File: src/rtl/e4m3_enc_pkg.sv
package e4m3_enc_pkg;
    // source format
    localparam int SRC_EXP_W  = 8;
    localparam int SRC_FRAC_W = 23;
    localparam int SRC_W      = 1 + SRC_EXP_W + SRC_FRAC_W;
    localparam int SRC_BIAS   = (1 << (SRC_EXP_W - 1)) - 1;
    localparam int SIG_W      = SRC_FRAC_W + 1;

    // destination format
    localparam int DST_EXP_W  = 4;
    localparam int DST_MAN_W  = 3;
    localparam int DST_W      = 1 + DST_EXP_W + DST_MAN_W;
    localparam int DST_BIAS   = 7;
    localparam int DST_EMAX   = (1 << DST_EXP_W) - 1 - DST_BIAS;
    localparam int DST_EMIN   = 1 - DST_BIAS;
    localparam int SAT_MAN    = (1 << DST_MAN_W) - 2;
    localparam int SUB_LOG2   = DST_BIAS - 1 + DST_MAN_W;
    localparam int SUB_LOWEST = -(SUB_LOG2 + 1);

    // derived widths and constants
    localparam int NORM_SHIFT = SRC_FRAC_W - DST_MAN_W;
    localparam int RND_W      = DST_MAN_W + 2;
    localparam int SH_W       = $clog2(SIG_W + 1);
    localparam int UE_W       = SRC_EXP_W + 2;

    localparam logic [SRC_FRAC_W-1:0] SAT_FRAC =
        SRC_FRAC_W'(SAT_MAN) << NORM_SHIFT;
    localparam logic [DST_W-1:0] SAT_CODE =
        {1'b0, {DST_EXP_W{1'b1}}, DST_MAN_W'(SAT_MAN)};

    typedef enum logic [1:0] {
        CLS_ZERO,
        CLS_SAT,
        CLS_NORM,
        CLS_SUB
    } cls_e;

    typedef struct packed {
        logic             vld;
        logic [DST_W-1:0] code;
    } enc_state_t;
endpackage

File: src/rtl/fp32_classify.sv
module fp32_classify
    import e4m3_enc_pkg::*;
(
    input  logic [SRC_W-1:0]       word,
    output cls_e                   cls,
    output logic signed [UE_W-1:0] unb_exp,
    output logic [SIG_W-1:0]       sig
);
    logic                  sgn;
    logic [SRC_EXP_W-1:0]  efld;
    logic [SRC_FRAC_W-1:0] frac;
    int                    ue_i;

    assign sgn  = word[SRC_W-1];
    assign efld = word[SRC_W-2 -: SRC_EXP_W];
    assign frac = word[SRC_FRAC_W-1:0];

    always_comb begin
        ue_i    = int'(efld) - SRC_BIAS;
        unb_exp = UE_W'(ue_i);
        sig     = {1'b1, frac};
        if (sgn || efld == '0) begin
            cls = CLS_ZERO;
        end else if (efld == '1) begin
            cls = CLS_SAT;
        end else if (ue_i > DST_EMAX) begin
            cls = CLS_SAT;
        end else if (ue_i == DST_EMAX && frac >= SAT_FRAC) begin
            cls = CLS_SAT;
        end else if (ue_i >= DST_EMIN) begin
            cls = CLS_NORM;
        end else if (ue_i >= SUB_LOWEST) begin
            cls = CLS_SUB;
        end else begin
            cls = CLS_ZERO;
        end
    end
endmodule

File: src/rtl/rne_rshift.sv
module rne_rshift #(
    parameter int IN_W  = 24,
    parameter int OUT_W = 5,
    parameter int SH_W  = 5
) (
    input  logic [IN_W-1:0]  val,
    input  logic [SH_W-1:0]  sh,
    output logic [OUT_W-1:0] res
);
    logic [OUT_W-1:0] trunc;
    logic             rbit;
    logic             sticky;
    logic             inc;

    always_comb begin
        trunc  = OUT_W'(val >> sh);
        rbit   = 1'b0;
        sticky = 1'b0;
        for (int i = 0; i < IN_W; i++) begin
            if (i == int'(sh) - 1) rbit = val[i];
            if (i < int'(sh) - 1)  sticky = sticky | val[i];
        end
        inc = rbit & (sticky | trunc[0]);
        res = trunc + OUT_W'(inc);
    end
endmodule

File: src/rtl/fp32_to_e4m3.sv
module fp32_to_e4m3
    import e4m3_enc_pkg::*;
(
    input  logic             clk,
    input  logic             rst_n,
    input  logic             in_valid,
    input  logic [SRC_W-1:0] in_word,
    output logic             out_valid,
    output logic [DST_W-1:0] out_code
);
    localparam logic [RND_W-1:0] MAN_WRAP = RND_W'(1 << (DST_MAN_W + 1));
    localparam logic [RND_W-1:0] SUB_CAP  = RND_W'((1 << DST_MAN_W) - 1);

    cls_e                   cls;
    logic signed [UE_W-1:0] unb_exp;
    logic [SIG_W-1:0]       sig;
    logic [SH_W-1:0]        sub_sh;
    logic [RND_W-1:0]       norm_q;
    logic [RND_W-1:0]       sub_q;
    int                     ue_i;
    enc_state_t             state_d, state_q;
    logic [DST_W-1:0]       enc_code;
    logic [DST_EXP_W-1:0]   bexp;
    logic [DST_MAN_W-1:0]   man;

    fp32_classify u_classify (
        .word    (in_word),
        .cls     (cls),
        .unb_exp (unb_exp),
        .sig     (sig)
    );

    assign ue_i   = int'(unb_exp);
    assign sub_sh = SH_W'(SRC_FRAC_W - SUB_LOG2 - ue_i);

    rne_rshift #(.IN_W(SIG_W), .OUT_W(RND_W), .SH_W(SH_W)) u_rnd_norm (
        .val (sig),
        .sh  (SH_W'(NORM_SHIFT)),
        .res (norm_q)
    );

    rne_rshift #(.IN_W(SIG_W), .OUT_W(RND_W), .SH_W(SH_W)) u_rnd_sub (
        .val (sig),
        .sh  (sub_sh),
        .res (sub_q)
    );

    always_comb begin
        bexp = DST_EXP_W'(ue_i + DST_BIAS);
        man  = norm_q[DST_MAN_W-1:0];
        unique case (cls)
            CLS_SAT:  enc_code = SAT_CODE;
            CLS_NORM: begin
                if (norm_q == MAN_WRAP) begin
                    bexp = bexp + DST_EXP_W'(1);
                    man  = '0;
                end
                enc_code = {1'b0, bexp, man};
            end
            CLS_SUB: begin
                man = (sub_q > SUB_CAP) ? SUB_CAP[DST_MAN_W-1:0]
                                        : sub_q[DST_MAN_W-1:0];
                enc_code = {1'b0, {DST_EXP_W{1'b0}}, man};
            end
            default:  enc_code = '0;
        endcase

        state_d.vld  = in_valid;
        state_d.code = in_valid ? enc_code : state_q.code;
    end

    always_ff @(posedge clk) begin
        if (!rst_n) state_q <= '0;
        else        state_q <= state_d;
    end

    assign out_valid = state_q.vld;
    assign out_code  = state_q.code;
endmodule

File: config.mk
export PLATFORM = sky130hd
export DESIGN_NAME = fp32_to_e4m3
export DESIGN_NICKNAME = d
export VERILOG_FILES = /design/src/rtl/e4m3_enc_pkg.sv /design/src/rtl/fp32_classify.sv /design/src/rtl/rne_rshift.sv /design/src/rtl/fp32_to_e4m3.sv
export SDC_FILE = /design/constraint.sdc
export NUM_CORES = 1
export LEC_CHECK = 0
export ABC_CLOCK_PERIOD_IN_PS = 5680
export BUFFER_PORTS_ARGS = -buffer_cell sky130_fd_sc_hd__buf_2
export CAP_MARGIN = 25
export CORE_MARGIN = 1.5
export CORE_UTILIZATION = 30
export CTS_BUF_LIST = sky130_fd_sc_hd__clkbuf_4 sky130_fd_sc_hd__clkbuf_8 sky130_fd_sc_hd__clkbuf_16
export CTS_CLUSTER_SIZE = 24
export DETAILED_ROUTE_END_ITERATION = 8
export GPL_TIMING_DRIVEN = 1
export SYNTH_ARGS = -nofsm -noshare
export SYNTH_HDL_FRONTEND = slang
export SYNTH_HIERARCHICAL = 1
export SYNTH_SLANG_ARGS = --single-unit
export TNS_END_PERCENT = 100
File: constraint.sdc
create_clock -name clk -period 5.68 [get_ports clk]
set_clock_uncertainty 0.2 [all_clocks]
set_input_delay 0.852 -clock clk [delete_from_list [all_inputs] [get_ports clk]]
set_output_delay 0.852 -clock clk [all_outputs]
set_load 0.02 [all_outputs]
==> impl_metrics.tcl <==
set metrics [dict create \
    status "completed" \
    hold_class "reg2reg" \
    slew_headroom_pct 51.99 \
    drtAntennaViolNets 0 \
    hold_depth 2 \
    worst_pin_slew_ns 0.7141 \
    antenna_cells 0 \
    cp_max_fo 13 \
    rsz0062_at_grt "false" \
    vdd_drop_max_uv 68.12 \
    worst_slack_ns 0.4541 \
    die_height_um 134.5 \
    worstRegToRegCells 2 \
    fin_crit_ns 5.226 \
    cts.sinks 8 \
    gp_congestion 0.9587 \
    cts.htree.levels 1 \
    drt_iter0_markers 770 \
    cts_buffer_depth 2 \
    io_buffers 42 \
    io-pin-count 44 \
    critPathKind "in2reg" \
    avgSynthCellArea_um2 7.448 \
    netlist_instances 697 \
    finalSetupViolCount 0 \
    syn_to_final_growth_pct 5.809 \
    dp_hpwl_um 12550 \
    cts_root_buffer "clkbuf_16" \
    wirelength_um 17530 \
    initial_core_util_pct 30.97 \
    cap_violations 0 \
    final_hold_viol_count 0 \
    antenna_found_initial 0 \
    end_kind "flip-flop" \
    first_global_vias 4934 \
    grt_max_degree 38 \
    fin_nets 751 \
    cts_tree "done" \
    via_count 5726 \
    overflow 0 \
    powerDensity_nw_per_um2 152.2 \
    wl_per_cell_um 19.04 \
    slew_violations 0 \
    grtUsageTotal_pct 18.91 \
    finalSetupTns_ns 0 \
    first_pass_iters 5 \
    finalCritPeriodShare_pct 92.01 \
    power_leakage_nw 2.011 \
    place_ws_ns 0.2128 \
    drc 0 \
    holdBufCountCts 0 \
    die_w_um 134.5 \
    worstPathRequired_ns 5.58 \
    fmaxAchievable_ghz 0.1914 \
    yosys_warnings 6 \
    clk_pin_slew_ns 0.04 \
    viasPerCell 6.217 \
    grt_pass1_wl_um 27880 \
    num_rows 47 \
    dieArea_um2 18100 \
    startpoint_type "input pin" \
    crit_arrival_ns 5.13 \
    coreArea_um2 16760 \
    clock_latency_ns 0.23 \
    synth_area_um2 5191 \
    drive_gt1_share_pct 19.83 \
    cts_buffers 3 \
]
-- path summary, 6_finish.rpt --
check	start	slack, ns	end
hold reg to reg	out_code[0]	0.28	out_code[0]
setup reg to reg	out_code[5]	4.82	out_code[5]
hold / removal	out_code[0]	0.28	out_code[0]
setup / recovery	in_word[24]	0.45	out_code[2]
-- layer usage --
layer	wire length, um	part of all wire [%]	GRT usage [%]	vias up
met2	7253	41	27.26	354
met5	0	0	0	-
met3	1830	10	3.641	55
met1	8071	46	29.17	2669
li1	-	-	-	2648
met4	377	2.2	3.106	0
-- power breakdown --
group          internal (mW)  switching [mW]  leakage [nW]  total (mW)
registers             0.0600         0.00140        0.0659      0.0614
logic                  0.251           0.404          1.91       0.655
clock network         0.0908          0.0283        0.0370       0.119
total                  0.402           0.434          2.01       0.836
-- layout by cell type, fill, tap and decap left out, drive strengths merged, types with 5 or more instances in the layout --
cell	n
o221ai	5
ha	13
nand3	7
mux2i	30
nand2b	18
a2111oi	7
nor2b	19
buf	60
o21ai	45
a221oi	5
mux2	6
a22oi	6
xor2	6
and2	6
a211oi	12
a21oi	40
dfxtp	8
mux4	29
nor2	60
a31oi	17
inv	27
nand3b	8
o22ai	12
o31ai	9
xnor2	15
nor3	21
or2	6
a22o	10
conb	26
nor4	8
a32oi	5
and4	5
nand2	63
o211ai	6
-- stage by stage --
step | instance area, um2 | total power, mW | hold slack [ns] | util, % | std cells
6_report | 5493 | 0.8358 | 0.2769 | 32.77 | 921
3_3_place_gp | 5406 | 0.6773 | 0.2749 | 32.26 | 918
4_1_cts | 5482 | 0.7945 | 0.2777 | 32.71 | 921
5_1_grt | 5493 | 0.8937 | 0.3080 | 32.77 | 921
2_1_floorplan | 5278 | 0.5568 | 0.3529 | - | 720
3_5_place_dp | 5406 | 0.6725 | 0.2739 | 32.26 | 918
-- final cells by class --
cell class	count	area, um2
clock buffers	3	75.07
fillers	1819	11270
inverters	28	105.1
multi-input cells	602	4532
flip-flops and latches	8	160.2
well taps	220	275.3
repair buffers	60	345.3
-- worst max-delay path: stages --
cell and delay [ns]:
buf_2 0.13, ha_1 0.39, xor2_1 0.20, buf_4 0.21
nand3_1 0.13, xor2_2 0.53, nand2b_1 0.27, mux2i_1 0.32
a22o_1 0.24, a32o_1 0.21, nor2_1 0.06, nor4_2 0.38
o21ai_2 0.15, nor2_1 0.13, ha_1 0.20, nand3_1 0.09
xnor2_1 0.13, nor2_1 0.14, nand2_1 0.08, o21ai_0 0.16
a31oi_1 0.10
-- sequential cells by signal (all words and copies together), names as in the netlist --
name       flops
out_valid      1
out_code       7
-- what timing repair did --
| item | 4_1_cts | 5_1_grt |
|---|---|---|
| buffers inserted | 0 | 0 |
| endpoints found under the setup margin | 0 | 1 |
| resized for setup | 0 | 1 |
Power figures use the tool's default switching activity.
